==> src/rtl/bbr_pkg.sv <==
package bbr_pkg;
   typedef enum logic {
      BK_FACTORY = 1'b0,
      BK_IN_USE  = 1'b1
   } bad_kind_e;

   typedef enum logic {
      MIG_RETIRED = 1'b0,
      MIG_PENDING = 1'b1
   } mig_state_e;
endpackage

==> src/rtl/bbr_spare_pool.sv <==
module bbr_spare_pool #(
   parameter int NUM_LOG   = 16,
   parameter int NUM_SPARE = 4,
   localparam int PW = $clog2(NUM_LOG + NUM_SPARE),
   localparam int SW = $clog2(NUM_SPARE),
   localparam int CW = $clog2(NUM_SPARE + 1)
) (
   input  logic          clk,
   input  logic          rst_n,
   input  logic          take,
   output logic          grant,
   output logic [SW-1:0] slot,
   output logic [PW-1:0] spare_pblk,
   output logic          exhausted
);
   logic [CW-1:0] used_q;
   logic          full;

   assign full       = (used_q == CW'(NUM_SPARE));
   assign grant      = take & ~full;
   assign slot       = used_q[SW-1:0];
   assign spare_pblk = PW'(NUM_LOG) + PW'(used_q);

   always_ff @(posedge clk) begin
      if (!rst_n) begin
         used_q    <= '0;
         exhausted <= 1'b0;
      end else begin
         if (grant)
            used_q <= used_q + CW'(1);
         if (take && full)
            exhausted <= 1'b1;
      end
   end
endmodule

==> src/rtl/bbr_map_table.sv <==
module bbr_map_table #(
   parameter int NUM_LOG   = 16,
   parameter int NUM_SPARE = 4,
   localparam int LW = $clog2(NUM_LOG),
   localparam int PW = $clog2(NUM_LOG + NUM_SPARE)
) (
   input  logic                        clk,
   input  logic                        rst_n,
   input  logic [PW-1:0]               find_pblk,
   output logic                        hit,
   output logic [LW-1:0]               hit_lblk,
   input  logic                        wr_en,
   input  logic [LW-1:0]               wr_lblk,
   input  logic [PW-1:0]               wr_pblk,
   input  logic [LW-1:0]               rd_lblk,
   output logic [PW-1:0]               rd_pblk,
   output logic [NUM_LOG-1:0][PW-1:0]  map_flat
);
   logic [PW-1:0] map_q [NUM_LOG];

   for (genvar l = 0; l < NUM_LOG; l++) begin : g_entry
      always_ff @(posedge clk) begin
         if (!rst_n)
            map_q[l] <= PW'(l);
         else if (wr_en && (wr_lblk == LW'(l)))
            map_q[l] <= wr_pblk;
      end
      assign map_flat[l] = map_q[l];
   end

   // Entries are always distinct, so at most one matches.
   always_comb begin
      hit      = 1'b0;
      hit_lblk = '0;
      for (int l = 0; l < NUM_LOG; l++) begin
         if (map_q[l] == find_pblk) begin
            hit      = 1'b1;
            hit_lblk = LW'(l);
         end
      end
   end

   assign rd_pblk = map_q[rd_lblk];
endmodule

==> src/rtl/bbr_record_file.sv <==
module bbr_record_file #(
   parameter int NUM_LOG   = 16,
   parameter int NUM_SPARE = 4,
   parameter int TS_W      = 16,
   localparam int LW = $clog2(NUM_LOG),
   localparam int PW = $clog2(NUM_LOG + NUM_SPARE),
   localparam int SW = $clog2(NUM_SPARE)
) (
   input  logic                          clk,
   input  logic                          rst_n,
   input  logic                          wr_en,
   input  logic [SW-1:0]                 wr_slot,
   input  logic [LW-1:0]                 wr_lblk,
   input  logic [PW-1:0]                 wr_pblk,
   input  logic                          wr_new,
   input  logic                          wr_data,
   input  logic [TS_W-1:0]               wr_time,
   input  logic                          md_valid,
   input  logic [SW-1:0]                 md_idx,
   input  logic [LW-1:0]                 q_lblk,
   output logic                          q_pending,
   input  logic [SW-1:0]                 rd_idx,
   output logic                          rd_valid,
   output logic [LW-1:0]                 rd_lblk,
   output logic [PW-1:0]                 rd_pblk,
   output logic                          rd_new,
   output logic [TS_W-1:0]               rd_time,
   output logic                          rd_pending,
   output logic [NUM_SPARE-1:0]          all_valid,
   output logic [NUM_SPARE-1:0]          all_pending,
   output logic [NUM_SPARE-1:0][PW-1:0]  all_pblk,
   output logic [NUM_SPARE-1:0][TS_W-1:0] all_time
);
   import bbr_pkg::*;

   logic                v_q    [NUM_SPARE];
   logic [LW-1:0]       lblk_q [NUM_SPARE];
   logic [PW-1:0]       pblk_q [NUM_SPARE];
   bad_kind_e           kind_q [NUM_SPARE];
   logic [TS_W-1:0]     time_q [NUM_SPARE];
   mig_state_e          mig_q  [NUM_SPARE];

   for (genvar s = 0; s < NUM_SPARE; s++) begin : g_slot
      always_ff @(posedge clk) begin
         if (!rst_n) begin
            v_q[s]    <= 1'b0;
            lblk_q[s] <= '0;
            pblk_q[s] <= '0;
            kind_q[s] <= BK_FACTORY;
            time_q[s] <= '0;
            mig_q[s]  <= MIG_RETIRED;
         end else if (wr_en && (wr_slot == SW'(s))) begin
            v_q[s]    <= 1'b1;
            lblk_q[s] <= wr_lblk;
            pblk_q[s] <= wr_pblk;
            kind_q[s] <= wr_new ? BK_IN_USE : BK_FACTORY;
            time_q[s] <= wr_time;
            mig_q[s]  <= wr_data ? MIG_PENDING : MIG_RETIRED;
         end else if (md_valid && (md_idx == SW'(s)) && v_q[s]) begin
            mig_q[s]  <= MIG_RETIRED;
         end
      end
      assign all_valid[s]   = v_q[s];
      assign all_pending[s] = v_q[s] && (mig_q[s] == MIG_PENDING);
      assign all_pblk[s]    = pblk_q[s];
      assign all_time[s]    = time_q[s];
   end

   always_comb begin
      q_pending = 1'b0;
      for (int s = 0; s < NUM_SPARE; s++)
         if (v_q[s] && (mig_q[s] == MIG_PENDING) && (lblk_q[s] == q_lblk))
            q_pending = 1'b1;
   end

   assign rd_valid   = v_q[rd_idx];
   assign rd_lblk    = lblk_q[rd_idx];
   assign rd_pblk    = pblk_q[rd_idx];
   assign rd_new     = (kind_q[rd_idx] == BK_IN_USE);
   assign rd_time    = time_q[rd_idx];
   assign rd_pending = v_q[rd_idx] && (mig_q[rd_idx] == MIG_PENDING);
endmodule

==> src/rtl/bbr_remap_table.sv <==
module bbr_remap_table #(
   parameter int NUM_LOG   = 16,
   parameter int NUM_SPARE = 4,
   parameter int TS_W      = 16,
   parameter bit RSP_REG   = 1'b1,
   localparam int LW = $clog2(NUM_LOG),
   localparam int PW = $clog2(NUM_LOG + NUM_SPARE),
   localparam int SW = $clog2(NUM_SPARE)
) (
   input  logic            clk,
   input  logic            rst_n,
   input  logic            lk_valid,
   input  logic [LW-1:0]   lk_lblk,
   output logic            rsp_valid,
   output logic [PW-1:0]   rsp_pblk,
   output logic            rsp_pending,
   input  logic            mk_valid,
   input  logic [PW-1:0]   mk_pblk,
   input  logic            mk_new,
   input  logic            mk_has_data,
   input  logic            md_valid,
   input  logic [SW-1:0]   md_idx,
   input  logic [SW-1:0]   rec_idx,
   output logic            rec_valid,
   output logic [LW-1:0]   rec_lblk,
   output logic [PW-1:0]   rec_pblk,
   output logic            rec_new,
   output logic [TS_W-1:0] rec_time,
   output logic            rec_pending,
   output logic            spare_exhausted
);
   if (NUM_LOG < 2 || NUM_LOG != (1 << LW)) begin : g_chk_log
      $error("NUM_LOG must be a power of two of at least 2");
   end
   if (NUM_SPARE < 2 || NUM_SPARE != (1 << SW)) begin : g_chk_spare
      $error("NUM_SPARE must be a power of two of at least 2");
   end
   if (TS_W < 1) begin : g_chk_ts
      $error("TS_W must be positive");
   end

   logic [TS_W-1:0]                 ts_q;
   logic                            map_hit;
   logic [LW-1:0]                   hit_lblk;
   logic                            mk_try;
   logic                            grant;
   logic [SW-1:0]                   slot;
   logic [PW-1:0]                   spare_pblk;
   logic [LW-1:0]                   q_lblk;
   logic [NUM_LOG-1:0][PW-1:0]      map_flat;
   logic [NUM_SPARE-1:0]            rv_all;
   logic [NUM_SPARE-1:0]            rp_all;
   logic [NUM_SPARE-1:0][PW-1:0]    rb_all;
   logic [NUM_SPARE-1:0][TS_W-1:0]  rt_all;

   always_ff @(posedge clk) begin
      if (!rst_n) ts_q <= '0;
      else        ts_q <= ts_q + TS_W'(1);
   end

   assign mk_try = mk_valid & map_hit;

   if (RSP_REG) begin : g_rsp_reg
      logic          v_q;
      logic [LW-1:0] l_q;
      always_ff @(posedge clk) begin
         if (!rst_n) begin
            v_q <= 1'b0;
            l_q <= '0;
         end else begin
            v_q <= lk_valid;
            if (lk_valid) l_q <= lk_lblk;
         end
      end
      assign rsp_valid = v_q;
      assign q_lblk    = l_q;
   end else begin : g_rsp_comb
      assign rsp_valid = lk_valid;
      assign q_lblk    = lk_lblk;
   end

   bbr_spare_pool #(.NUM_LOG(NUM_LOG), .NUM_SPARE(NUM_SPARE)) u_pool (
      .clk(clk), .rst_n(rst_n), .take(mk_try), .grant(grant),
      .slot(slot), .spare_pblk(spare_pblk), .exhausted(spare_exhausted)
   );

   bbr_map_table #(.NUM_LOG(NUM_LOG), .NUM_SPARE(NUM_SPARE)) u_map (
      .clk(clk), .rst_n(rst_n), .find_pblk(mk_pblk), .hit(map_hit),
      .hit_lblk(hit_lblk), .wr_en(grant), .wr_lblk(hit_lblk),
      .wr_pblk(spare_pblk), .rd_lblk(q_lblk), .rd_pblk(rsp_pblk),
      .map_flat(map_flat)
   );

   bbr_record_file #(.NUM_LOG(NUM_LOG), .NUM_SPARE(NUM_SPARE), .TS_W(TS_W)) u_rec (
      .clk(clk), .rst_n(rst_n), .wr_en(grant), .wr_slot(slot),
      .wr_lblk(hit_lblk), .wr_pblk(mk_pblk), .wr_new(mk_new),
      .wr_data(mk_has_data), .wr_time(ts_q), .md_valid(md_valid),
      .md_idx(md_idx), .q_lblk(q_lblk), .q_pending(rsp_pending),
      .rd_idx(rec_idx), .rd_valid(rec_valid), .rd_lblk(rec_lblk),
      .rd_pblk(rec_pblk), .rd_new(rec_new), .rd_time(rec_time),
      .rd_pending(rec_pending), .all_valid(rv_all), .all_pending(rp_all),
      .all_pblk(rb_all), .all_time(rt_all)
   );
endmodule

==> config.mk <==
export PLATFORM = sky130hd
export DESIGN_NAME = bbr_remap_table
export DESIGN_NICKNAME = d
export VERILOG_FILES = /design/src/rtl/bbr_pkg.sv /design/src/rtl/bbr_spare_pool.sv /design/src/rtl/bbr_map_table.sv /design/src/rtl/bbr_record_file.sv /design/src/rtl/bbr_remap_table.sv
export SDC_FILE = /design/constraint.sdc
export NUM_CORES = 1
export LEC_CHECK = 0
export ABC_AREA = 1
export BUFFER_PORTS_ARGS = -buffer_cell sky130_fd_sc_hd__buf_2
export CORE_MARGIN = 2
export CORE_UTILIZATION = 62
export DETAILED_ROUTE_END_ITERATION = 8
export GPL_ROUTABILITY_DRIVEN = 0
export PLACE_DENSITY = 0.8
export SYNTH_ARGS = -nofsm -noshare
export SYNTH_HDL_FRONTEND = slang
export SYNTH_HIERARCHICAL = 1
export SYNTH_SLANG_ARGS = --single-unit
==> constraint.sdc <==
create_clock -name clk -period 3.27 [get_ports clk]
set_input_delay 0.1635 -clock clk [delete_from_list [all_inputs] [get_ports clk]]
set_output_delay 0.1635 -clock clk [all_outputs]
set_load 0.1 [all_outputs]
* Word level (Yosys, flattened, before mapping) *
Memory sizes are Yosys's and may differ from the RTL's. A register that Yosys moved wholly into a read port is not among the register bits.
Index checks and enable logic that the tools add are counted.
Widths: inputs -> output; s select.

word-level totals
  bits in registers = 25
  logic and storage cells = 305
  input bits = 20
  memories kept = 7
  bits in writable memories = 192

memories
  name             words  width  rd ports  clocked after memory_dff  wr ports  RTL line               text
  u_map.map_q      16     5      17        1                         16        bbr_map_table.sv:19    logic [PW-1:0] map_q [NUM_LOG];
  u_rec.time_q     4      16     1         0                         4         bbr_record_file.sv:40  logic [TS_W-1:0] time_q [NUM_SPARE];
  u_rec.pblk_q     4      5      1         0                         4         bbr_record_file.sv:38  logic [PW-1:0] pblk_q [NUM_SPARE];
  u_rec.lblk_q     4      4      5         0                         4         bbr_record_file.sv:37  logic [LW-1:0] lblk_q [NUM_SPARE];
  u_rec.kind_q     4      1      1         0                         4         bbr_record_file.sv:39  bad_kind_e kind_q [NUM_SPARE];
  u_rec.mig_q      4      1      5         0                         4         bbr_record_file.sv:41  mig_state_e mig_q [NUM_SPARE];
  1 more memories  n/a    n/a    n/a       n/a                       n/a       n/a

cells by class
  reduce and logical (&&, ||, !) cells = 41
  bitwise gates (word level) = 47
  equal/unequal tests = 42
  add/sub/neg operators = 3
  mux-type cells = 160

operators by type and width
  kind                   count
  $mux 1                 116
  $mux 5                 20
  $eq 5x5->1             16
  $mux 16                4
  $mux 4                 14
  $or 1x1->1             44
  $logic_and 1x1->1      38
  $eq 4x4->1 const B     8
  $add 16x1->16 const B  1
  $eq 4x3->1 const B     4
  $eq 4x4->1             4
  $mux 3                 4
  $eq 2x2->1 const B     4
  $eq 4x2->1 const B     2
  $add 5x3->5 const A    1
  $eq 2x1->1 const B     2
  $eq 4x1->1 const B     1
  $logic_not 2->1        2
  $logic_not 4->1        1
  $mux 2                 2
  $add 3x1->3 const B    1
  $eq 3x3->1 const B     1
  $and 1x1->1            2
  $not 1->1              1

* Depth between registers and ports, before layout *
Gate-level depths: netlist of run 1.
An unclocked memory read counts as a cell.

  word-level depth = 26
  mapped depth = 28
  gate-level depth less buffers = 27

* By module *
Netlist of run 1, hierarchy kept.

modules (own cells, without submodules)
  module           times used  area an instance (um^2)  cells each
  bbr_record_file  1           5230.0                   535
  bbr_map_table    1           5062.4                   622
  bbr_remap_table  1           930.9                    137
  bbr_spare_pool   1           251.5                    36

* Least setup slack after synthesis of run 1 *
No wires, ideal clock.

  kind = input to register
  start point = in mk_pblk[4]
  end point = mem u_rec/mig_q[0] (netlist bit), enable pin
  data required time = 3025 ps
  arrival time = 2756 ps
  setup time = 245 ps
  stages on the path = 17
  slack = 270 ps
  buffers on the path = 2
  cell sequence = buf_6 buf_12 xor2_1 nor3_1 nand3_1 and2_1 nand2_1 a2111oi_1 nand2_1 nand2_1 inv_1 and2_2 inv_1 nor3_2 inv_1 nand2_1 a31o_2

RTL lines
  element          RTL line               text
  start, declared  bbr_remap_table.sv:18  input logic [PW-1:0] mk_pblk,
  end, declared    bbr_record_file.sv:41

==> results.tsv, run 1 <==
stage	metric	value	unit
run_status	status	complete, no violations	
critical_path	CP max FO	5	
clocking	Num CTS Buffers	23	
timing	Max Slew Vio Count	0	
global_routing	GRT Util Overall	31.5	%
timing	fin crit share	93.0	%
floorplan	Rows	49	
cells_and_area	area of the multi-input gates	4250	um^2
placement	hpwl dp	20.2	mm
clocking	H-Tree Level Count	1	
run	maxcap violations	0	
synthesis	Cells after Synth	1324	
floorplan	Starting Density	63.5	%
cells_and_area	Area Overhead vs Synth	11.9	%
floorplan	core area	18000	um^2
critical_path	crit path to	u_map/map_q[13][2]	
critical_path	Worst Setup SP	u_map/map_q[1][4]	
critical_path	Worst path slowest cell	edfxtp_1	
placement	Cells after DPL	1583	
timing	Slew @ Worst Pin	0.953	ns
clocking	Clock Tree Buf Depth	3	
global_routing	initial antenna violation count	0	
timing	hold slack	0.0183	ns
critical_path	RR Startpoint	u_map/map_q[1][4]	
cells_and_area	n_diodes	0	
critical_path	reg2reg end	u_map/map_q[13][2]	
timing	final hold vios	0	
critical_path	CP Launch Type	flop	
timing	Rel. slew slack	36.4	%
critical_path	crit-path max cell delay	0.39	ns
detailed_routing	first-pass iteration count of the detailed router	6	
floorplan	Die X-Extent	140	um
critical_path	critical path class	flop to flop	
detailed_routing	routed len/inst	18.9	um
global_routing	GRT overflow	0	
clocking	Worst-path clk slew	0.06	ns
pwr	maximum VDD drop	0.468	mV
global_routing	vias in the first global route	9187	
timing	Final WS setup	0.228	ns
clocking	CTS sink cnt	217	
floorplan	num ports	56	
synthesis	post-synthesis cell area	11400	um^2
floorplan	Die Footprint	19500	um^2
detailed_routing	DRC violations left	0	
placement	dpl ws	0.172	ns
placement	Port Buffers	55	
min_path	Min-Delay Path Class	input port to flop	
pwr	Power per Cell Area	543	nW/um^2
synthesis	Ys Warns	6	
timing	# setup viols final	0	
critical_path	cells on worst reg2reg path	26	
detailed_routing	total routed wirelength	30.9	mm
critical_path	WP data arrival	3.28	ns
critical_path	most used cell, CP	nand2_1	
pwr	Final Power	6.95	mW
pwr	Lkg Pwr	5.05	nW
cells_and_area	final core occ	71.0	%
global_routing	largest net degree at the start of global routing	59	
clocking	clock latency on the worst-skew pair	0.52	ns
floorplan	Die Height	140	um
detailed_routing	antenna-violating nets left	0	
timing	Final Critical Period	3.04	ns
cells_and_area	share of cells above drive strength 1	11.6	%
synthesis	Synth Net Count	1347	
detailed_routing	DRT iter0 DRCs	1200	
timing	fmax	329	MHz
synthesis	synthesized area per cell	8.64	um^2
cells_and_area	Post-Layout Cell Count	1635	
detailed_routing	vias per inst	5.90	
cells_and_area	register area	6240	um^2
critical_path	largest delay contributor family on the critical path	simple AND/OR/NAND/NOR gates	
critical_path	Worst R2R Setup Slack	0.23	ns
cells_and_area	fill count	1354	
clocking	Root Driver	clkbuf_16	
global_routing	first-pass GRT wire length	48.8	mm
critical_path	Critical Path End Type	flop	
cells_and_area	final layout net count	1412	
critical_path	Buf/Inv on CP	3	
timing	Worst Clk Skew	0.0167	ns
detailed_routing	Vias	9648	
clocking	clock tree from TritonCTS	yes	
critical_path	WP depth	26	
critical_path	Worst EP required	3.51	ns
through the flow:
stage / TNS (ns) / instance area (um^2)
6_report: 0 / 12800
5_1_grt: -0.00121 / 12800
4_1_cts: 0 / 12800
3_5_place_dp: 0 / 12000
3_3_place_gp: 0 / 12000
2_1_floorplan: 0 / 11400
per-layer routing:
metal	GRT usage (%)	wire length, um	up-vias
li1	-	-	4462
met1	43.2	11700	4411
met2	51.5	14600	663
met3	4.65	3320	112
met4	11.7	1180	0
met5	0	0	-
what timing repair did:
item,in CTS,in global routing
buffers inserted,0,0
endpoints found under the hold margin,7,0
setup endpoints to repair,0,21
hold buffers,10,0
gates resized for setup,0,4
cell usage in the layout, fill, tap and decap left out, types with 28 or more instances in the layout:
cell and count:
o22ai_1 32, xor2_1 28, o21ai_0 116, dfxtp_1 28
nand3_1 33, nand2_1 206, nor2_1 339, edfxtp_1 189
buf_4 31, buf_2 54, inv_1 143
where the power goes:
group | switching (mW) | internal [mW] | leakage (nW)
logic | 0.916 | 0.276 | 2.61
clock network | 1.06 | 1.47 | 0.361
registers | 0.0802 | 3.15 | 2.08
worst reg2reg max path, delay by kind of cell, from the launching register on:
family | cells | cell delay, ns
simple gates | 23 | 2.15
flops | 1 | 0.39
buf+inv | 3 | 0.25
final cells by class:
| class | count | area share (%) |
|---|---|---|
| clock buffers | 28 | 4.64 |
| clock inverters | 14 | 1.09 |
| inverters | 152 | 4.46 |
| multi-input cells | 894 | 33.2 |
| flip-flops and latches | 217 | 48.7 |
| well taps | 229 | 2.24 |
| repair buffers | 101 | 5.65 |
registers in the layout, indices dropped and copies added, names as in the netlist:
signal and flops:
g_rsp_reg.l_q 4, u_map/map_q 80, u_pool/exhausted 1, u_rec/lblk_q 16
u_rec/kind_q 4, u_rec/v_q 4, rsp_valid 1, u_rec/mig_q 4
u_rec/time_q 64, u_pool/used_q 3, ts_q 16, u_rec/pblk_q 20
worst min path at each step:
| stage | start | to | slack (ns) | cells past startpoint |
|---|---|---|---|---|
| floorplan | lk_valid | rsp_valid | 0.26 | 2 |
| global placement | lk_lblk[2] | g_rsp_reg.l_q[2] | 0.42 | 3 |
| detailed placement | lk_lblk[3] | g_rsp_reg.l_q[3] | 0.43 | 3 |
| CTS | md_valid | u_rec/mig_q[2] | 0.006 | 4 |
| global route | md_valid | u_rec/mig_q[2] | 0.03 | 4 |
| finish | md_valid | u_rec/mig_q[2] | 0.02 | 4 |
Power figures use the tool's default switching activity.
==> inputs of run 2 (changes only) <==
--- a/config.mk
+++ b/config.mk
@@ -5,13 +5,13 @@
 export SDC_FILE = /design/constraint.sdc
 export NUM_CORES = 1
 export LEC_CHECK = 0
-export ABC_AREA = 1
 export BUFFER_PORTS_ARGS = -buffer_cell sky130_fd_sc_hd__buf_2
 export CORE_MARGIN = 2
-export CORE_UTILIZATION = 62
+export CORE_UTILIZATION = 35
+export CTS_BUF_LIST = sky130_fd_sc_hd__clkbuf_4 sky130_fd_sc_hd__clkbuf_8 sky130_fd_sc_hd__clkbuf_16
 export DETAILED_ROUTE_END_ITERATION = 8
 export GPL_ROUTABILITY_DRIVEN = 0
-export PLACE_DENSITY = 0.8
+export PLACE_DENSITY = 0.5
 export SYNTH_ARGS = -nofsm -noshare
 export SYNTH_HDL_FRONTEND = slang
 export SYNTH_HIERARCHICAL = 1
==> run 2 against run 1 <==
  * Clock skew fell by 0.0048 ns
  * Critical path depth shrank 13
  * Count of clock-buffer cells in the layout up 9
  * Worst setup slack worse by 0.062 ns
  * Register-to-register slack got worse by 0.06 ns
  * Power rose by 5.8%
  * Clock power increased by 15%
  * Sequential share of layout area is 2.0 points lower
  * Combinational power is essentially flat
  * Cell count down 17%
  * Critical endpoint is now u_map/map_q[3][1]
  * Largest power group unchanged
==> results.tsv, run 2 <==
stage	metric	value	unit	change
run_status	status	complete, no violations		unchanged
timing	# setup viols final	0		unchanged
timing	Final Critical Period	3.10	ns	was 3.04 ns
cells_and_area	share of cells above drive strength 1	23.7	%	was 11.6%
cells_and_area	most common cell after layout, fill and taps aside	edfxtp_1		was nor2_1
critical_path	Critical Path End Type	flop		unchanged
clocking	Clock Tree Buf Depth	3		unchanged
clocking	Root Driver	clkbuf_16		unchanged
timing	final hold vios	0		unchanged
critical_path	most used cell, CP	nand3_1		was nand2_1
floorplan	core area	31600	um^2	was 18000 um^2
clocking	Num CTS Buffers	26		was 23
critical_path	largest delay contributor family on the critical path	simple AND/OR/NAND/NOR gates		unchanged
global_routing	initial antenna violation count	0		unchanged
synthesis	Cells after Synth	837		was 1324
timing	Rel. slew slack	47.3	%	was 36.4%
timing	setup TNS	0	ns	unchanged
cells_and_area	most frequent cells in the layout	189 x edfxtp_1, 149 x and2_1, 63 x xor2_1		was 339 x nor2_1, 206 x nand2_1, 189 x edfxtp_1
global_routing	first-pass GRT wire length	42.8	mm	was 48.8 mm
run	maxcap violations	0		unchanged
critical_path	Worst R2R Setup Slack	0.17	ns	was 0.23 ns
clocking	clock tree from TritonCTS	yes		unchanged
floorplan	Starting Density	35.7	%	was 63.5%
critical_path	Worst path slowest cell	or3b_4		was edfxtp_1
critical_path	crit-path max cell delay	0.42	ns	was 0.39 ns
cells_and_area	Post-Layout Cell Count	1356		was 1635
critical_path	RR Startpoint	u_map/map_q[5][0]		was u_map/map_q[1][4]
detailed_routing	first-pass iteration count of the detailed router	5		was 6
cells_and_area	max reg flops	80		unchanged
detailed_routing	DRC violations left	0		unchanged
critical_path	cells on worst reg2reg path	13		was 26
floorplan	num ports	56		unchanged
timing	Worst Clk Skew	0.0119	ns	was 0.0167 ns
floorplan	Rows	65		was 49
critical_path	critical path class	flop to flop		unchanged
cells_and_area	final layout net count	957		was 1412
critical_path	crit-path cells	xnor2_1 > nand3_1 > nor3_1 > a31o_2 > nor2_1 > nand3_1 > or2_4 > and2_1 > a21boi_4 > or3b_4 > inv_1 > nand2_2 > or3_1		
synthesis	Ys Warns	6		unchanged
timing	fmax	322	MHz	was 329 MHz
cells_and_area	Top Registers	u_map/map_q: 80 flops, u_rec/time_q: 64 flops, u_rec/pblk_q: 20 flops		unchanged
clocking	H-Tree Level Count	1		unchanged
timing	Max Slew Vio Count	0		unchanged
placement	Port Buffers	55		unchanged
floorplan	Die Footprint	33700	um^2	was 19500 um^2
clocking	clock latency on the worst-skew pair	0.52	ns	about the same
global_routing	GRT Util Overall	16.8	%	was 31.5%
cells_and_area	n_diodes	0		unchanged
detailed_routing	antenna-violating nets left	0		unchanged
pwr	maximum VDD drop	0.367	mV	was 0.468 mV
global_routing	GRT overflow	0		unchanged
pwr	Lkg Pwr	4.93	nW	was 5.05 nW
floorplan	Die X-Extent	184	um	was 140 um
synthesis	post-synthesis cell area	11300	um^2	was 11400 um^2
timing	RSZ-0062 raised after global routing	false		
min_path	Min-Delay Endpoint	u_rec/mig_q[2]		unchanged
detailed_routing	routed len/inst	20.9	um	was 18.9 um
timing	Final WS setup	0.166	ns	was 0.228 ns
synthesis	synthesized area per cell	13.5	um^2	was 8.64 um^2
min_path	WHS Path Cells	4		unchanged
floorplan	Die Height	184	um	was 140 um
cells_and_area	Area Overhead vs Synth	18.1	%	was 11.9%
critical_path	CP Launch Type	flop		unchanged
critical_path	Worst EP required	3.54	ns	was 3.51 ns
critical_path	WP data arrival	3.38	ns	was 3.28 ns
placement	Cells after DPL	1296		was 1583
synthesis	Synth Net Count	860		was 1347
placement	hpwl dp	19.1	mm	was 20.2 mm
clocking	Worst-path clk slew	0.06	ns	about the same
min_path	min-delay src	md_valid		unchanged
timing	fin crit share	94.9	%	was 93.0%
critical_path	CP max FO	8		was 5
min_path	Min-Delay Path Class	input port to flop		unchanged
detailed_routing	DRT iter0 DRCs	434		was 1200
pwr	Power per Cell Area	551	nW/um^2	was 543 nW/um^2
critical_path	reg2reg end	u_map/map_q[3][1]		was u_map/map_q[13][2]
timing	hold slack	0.0419	ns	was 0.0183 ns
detailed_routing	vias per inst	5.04		was 5.90
timing	Slew @ Worst Pin	0.790	ns	was 0.953 ns
cells_and_area	Largest Register	u_map/map_q		unchanged
detailed_routing	total routed wirelength	28.4	mm	was 30.9 mm
placement	dpl ws	-0.0916	ns	was 0.172 ns
clocking	CTS sink cnt	217		unchanged
global_routing	largest net degree at the start of global routing	35		was 59
critical_path	Buf/Inv on CP	1		was 3
global_routing	vias in the first global route	7088		was 9187
detailed_routing	Vias	6838		was 9648
==> run 2: layer usage <==
| layer | GRT usage (%) | up-vias | wire length [um] |
|---|---|---|---|
| met3 | 2.32 | 37 | 1040 |
| met1 | 22.3 | 3405 | 12800 |
| met2 | 29.3 | 144 | 14000 |
| met5 | 0 | - | 0 |
| met4 | 3.55 | 0 | 480 |
| li1 | - | 3252 | - |
==> run 2: final cells by class <==
type                            instances  area (um^2)
Timing Repair Buffer                  124          941
Fill cell                            2910        18300
Tap cell                              402          503
Sequential cell                       217         6240
Multi-Input combinational cell        555         4730
Clock inverter                         11          101
Clock buffer                           37          788
Inverter                               10         37.5
==> run 2: worst max path at each step <==
stage	cells past startpoint	start	endpoint	slack, ns
after CTS	11	u_map/map_q[14][3]	u_map/map_q[0][1]	0.01
final	13	u_map/map_q[5][0]	u_map/map_q[3][1]	0.17
after detailed placement	12	mk_pblk[4]	u_map/map_q[0][0]	-0.09
after global routing	13	u_map/map_q[14][4]	u_map/map_q[3][1]	0.009
after floorplan	11	u_map/map_q[15][2]	u_rec/mig_q[1]	-0.13
after global placement	13	mk_pblk[4]	u_rec/time_q[3][6]	-0.003
==> run 2: per-stage QoR <==
step	utilization (%)	area (um^2)	power [mW]
CTS	42.0	13300	7.42
detailed placement	38.9	12300	4.47
finish	42.2	13300	7.35
floorplan	-	11300	4.09
global placement	38.9	12300	4.47
global route	42.2	13300	7.62
==> run 2: what timing repair did <==
item                                   in CTS  in global routing
hold buffers                                9                  0
resized for setup                           0                 12
setup buffers                               0                  2
endpoints found under the hold margin      14                  0
setup endpoints to repair                   0                102
==> run 2: worst register-to-register path: cells and delay by family, from the launching register on <==
family | cells | cell delay, ns
buf+inv | 1 | 0.08
simple gates | 9 | 1.79
xor+xnor | 1 | 0.19
flops | 1 | 0.40
compound gates | 2 | 0.40
==> run 2: power breakdown <==
group	switching (mW)	leakage (nW)	internal [mW]	total (mW)
combinational	0.831	2.42	0.381	1.21
sequential	0.0734	2.07	3.14	3.22
clock	1.10	0.444	1.82	2.92
==> inputs of run 3 (changes only) <==
--- a/config.mk
+++ b/config.mk
@@ -11,6 +11,7 @@
 export CTS_BUF_LIST = sky130_fd_sc_hd__clkbuf_4 sky130_fd_sc_hd__clkbuf_8 sky130_fd_sc_hd__clkbuf_16
 export DETAILED_ROUTE_END_ITERATION = 8
 export GPL_ROUTABILITY_DRIVEN = 0
+export MAX_ROUTING_LAYER = met4
 export PLACE_DENSITY = 0.5
 export SYNTH_ARGS = -nofsm -noshare
 export SYNTH_HDL_FRONTEND = slang
==> run 3 against run 2 <==
  * Sequential share of layout area did not move
  * Global-route usage rose by 0.52 points
  * Register-to-register slack barely moved
  * Sequential power barely moved
  * Clock skew rose by 0.0011 ns
  * Utilization did not move
  * Cell count did not move
  * Non-clock buffer count did not move
  * Via count rose by 1.0%
  * Largest power group unchanged
  * Worst hold slack got worse by 0.00082 ns
  * Final area did not move
  * Highest routed layer unchanged
==> results.tsv, run 3 (same netlist as run 2, synthesis figures left out) <==
stage	metric	value	unit	change
global_routing	initial antenna violation count	0		unchanged
floorplan	num ports	56		unchanged
clocking	H-Tree Level Count	1		unchanged
global_routing	largest net degree at the start of global routing	35		unchanged
run	maxcap violations	0		unchanged
critical_path	most used cell, CP	and2_1		was nand3_1
pwr	maximum VDD drop	0.367	mV	about the same
run_status	status	complete, no violations		unchanged
placement	Cells after DPL	1296		unchanged
pwr	Lkg Pwr	4.93	nW	unchanged
clocking	Root Driver	clkbuf_16		unchanged
detailed_routing	total routed wirelength	28.4	mm	about the same
pwr	Power per Cell Area	551	nW/um^2	about the same
global_routing	first-pass GRT wire length	42.8	mm	about the same
cells_and_area	most common cell after layout, fill and taps aside	edfxtp_1		unchanged
detailed_routing	DRC violations left	0		unchanged
placement	dpl cell area	12300	um^2	unchanged
detailed_routing	routed len/inst	21.0	um	was 20.9 um
cells_and_area	final instance area	13300	um^2	unchanged
clocking	Clock Tree Buf Depth	3		unchanged
cells_and_area	fill count	2910		unchanged
floorplan	Starting Density	35.7	%	unchanged
timing	fmax	323	MHz	was 322 MHz
cells_and_area	register area	6240	um^2	unchanged
cells_and_area	most frequent cells in the layout	189 x edfxtp_1, 149 x and2_1, 63 x xor2_1		unchanged
timing	setup TNS	0	ns	unchanged
pwr	Final Power	7.35	mW	about the same
floorplan	Die Height	184	um	unchanged
timing	final hold vios	0		unchanged
detailed_routing	Vias	6907		was 6838
cells_and_area	Top Registers	u_map/map_q: 80 flops, u_rec/time_q: 64 flops, u_rec/pblk_q: 20 flops		unchanged
cells_and_area	n_diodes	0		unchanged
cells_and_area	share of cells above drive strength 1	23.7	%	unchanged
critical_path	CP max FO	8		unchanged
timing	fin crit share	94.8	%	was 94.9%
clocking	CTS sink cnt	217		unchanged
detailed_routing	first-pass iteration count of the detailed router	7		was 5
cells_and_area	Post-Layout Cell Count	1356		unchanged
detailed_routing	vias per inst	5.09		was 5.04
clocking	Worst-path clk slew	0.06	ns	about the same
clocking	Num CTS Buffers	26		unchanged
cells_and_area	Largest Register	u_map/map_q		unchanged
clocking	clock latency on the worst-skew pair	0.52	ns	about the same
global_routing	GRT Util Overall	17.3	%	was 16.8%
timing	RSZ-0062 raised after global routing	false		unchanged
detailed_routing	antenna-violating nets left	0		unchanged
cells_and_area	final layout net count	957		unchanged
min_path	Min-Delay Path Class	input port to flop		unchanged
timing	Final Critical Period	3.10	ns	about the same
cells_and_area	final core occ	42.2	%	unchanged
timing	Rel. slew slack	46.4	%	was 47.3%
global_routing	GRT overflow	0		unchanged
cells_and_area	area of the multi-input gates	4730	um^2	unchanged
critical_path	Worst path slowest cell	edfxtp_1		was or3b_4
critical_path	crit-path cells	xor2_1 > nor3_1 > nand3_1 > o31a_1 > and2_1 > nand2_1 > or2_4 > and2_1 > a21boi_4 > or3b_4 > inv_1 > nand2_2 > or3_1		was xnor2_1 > nand3_1 > nor3_1 > a31o_2 > nor2_1 > nand3_1 > or2_4 > and2_1 > a21boi_4 > or3b_4 > inv_1 > nand2_2 > or3_1
placement	Port Buffers	55		unchanged
clocking	clock tree from TritonCTS	yes		unchanged
timing	Max Slew Vio Count	0		unchanged
critical_path	Critical Path End Type	flop		unchanged
cells_and_area	Area Overhead vs Synth	18.1	%	unchanged
cells_and_area	max reg flops	80		unchanged
floorplan	Die X-Extent	184	um	unchanged
detailed_routing	DRT iter0 DRCs	459		was 434
critical_path	Worst EP required	3.54	ns	about the same
floorplan	Die Footprint	33700	um^2	unchanged
critical_path	CP Launch Type	flop		unchanged
critical_path	WP data arrival	3.37	ns	was 3.38 ns
global_routing	vias in the first global route	7072		was 7088
floorplan	core area	31600	um^2	unchanged
timing	# setup viols final	0		unchanged
critical_path	crit-path max cell delay	0.44	ns	was 0.42 ns
critical_path	critical path class	flop to flop		unchanged
floorplan	Rows	65		unchanged
timing	Slew @ Worst Pin	0.803	ns	was 0.790 ns
timing	Worst Clk Skew	0.0130	ns	was 0.0119 ns
placement	hpwl dp	19.1	mm	unchanged
-- run 3: cell counts in the layout (fill, tap and decap cells not counted) --
Identical to the previous run, type by type.
-- run 3: final timing paths --
path                      startpoint                end  slack [ns]  depth (start not counted)
setup / recovery  u_map/map_q[12][3]  u_map/map_q[3][1]        0.17                         13
hold reg to reg       u_rec/mig_q[2]     u_rec/mig_q[2]        0.51                          2
setup reg to reg  u_map/map_q[12][3]  u_map/map_q[3][1]        0.17                         13
hold / removal              md_valid     u_rec/mig_q[2]        0.04                          4
-- run 3: metal layers --
metal  vias to the layer above  track usage [%]  wire length [um]
met5                         -                -                 0
met4                         0             3.55               434
met3                        33             2.30              1110
met2                       158             29.3             14100
met1                      3466             22.3             12800
li1                       3250                -                 -
-- run 3: critical path: cells and delay by family, from the launching register on --
kind / cells / cell delay (ns)
buffers and inverters: 1 / 0.08
flip-flops: 1 / 0.44
AO/OA/AOI/OAI: 2 / 0.36
AND/OR/NAND/NOR: 9 / 1.81
XOR/XNOR: 1 / 0.17
-- run 3: where the power goes --
| group | leakage [nW] | internal [mW] | switching [mW] |
|---|---|---|---|
| Sequential | 2.07 | 3.14 | 0.0739 |
| Combinational | 2.42 | 0.381 | 0.831 |
| Clock | 0.444 | 1.82 | 1.10 |
-- run 3: final cells by class --
type / count / area share [%]
flip-flops and latches: 217 / 46.8
multi-input cells: 555 / 35.5
repair buffers: 124 / 7.05
clock buffers: 37 / 5.91
well taps: 402 / 3.77
clock inverters: 11 / 0.760
inverters: 10 / 0.281
-- run 3: metrics by stage --
step	setup slack, ns	hold WS, ns
after floorplan	-0.127	0.292
after global placement	-0.00309	0.431
after detailed placement	-0.0916	0.440
after CTS	0.0133	0.0182
after global routing	0.00902	0.0451
final	0.170	0.0411
-- run 3: timing repair --
item | 4_1_cts | 5_1_grt
hold endpoints to repair | 14 | 0
gates resized for setup | 0 | 12
hold buffers | 9 | 0
setup buffers | 0 | 2
setup endpoints to repair | 0 | 102
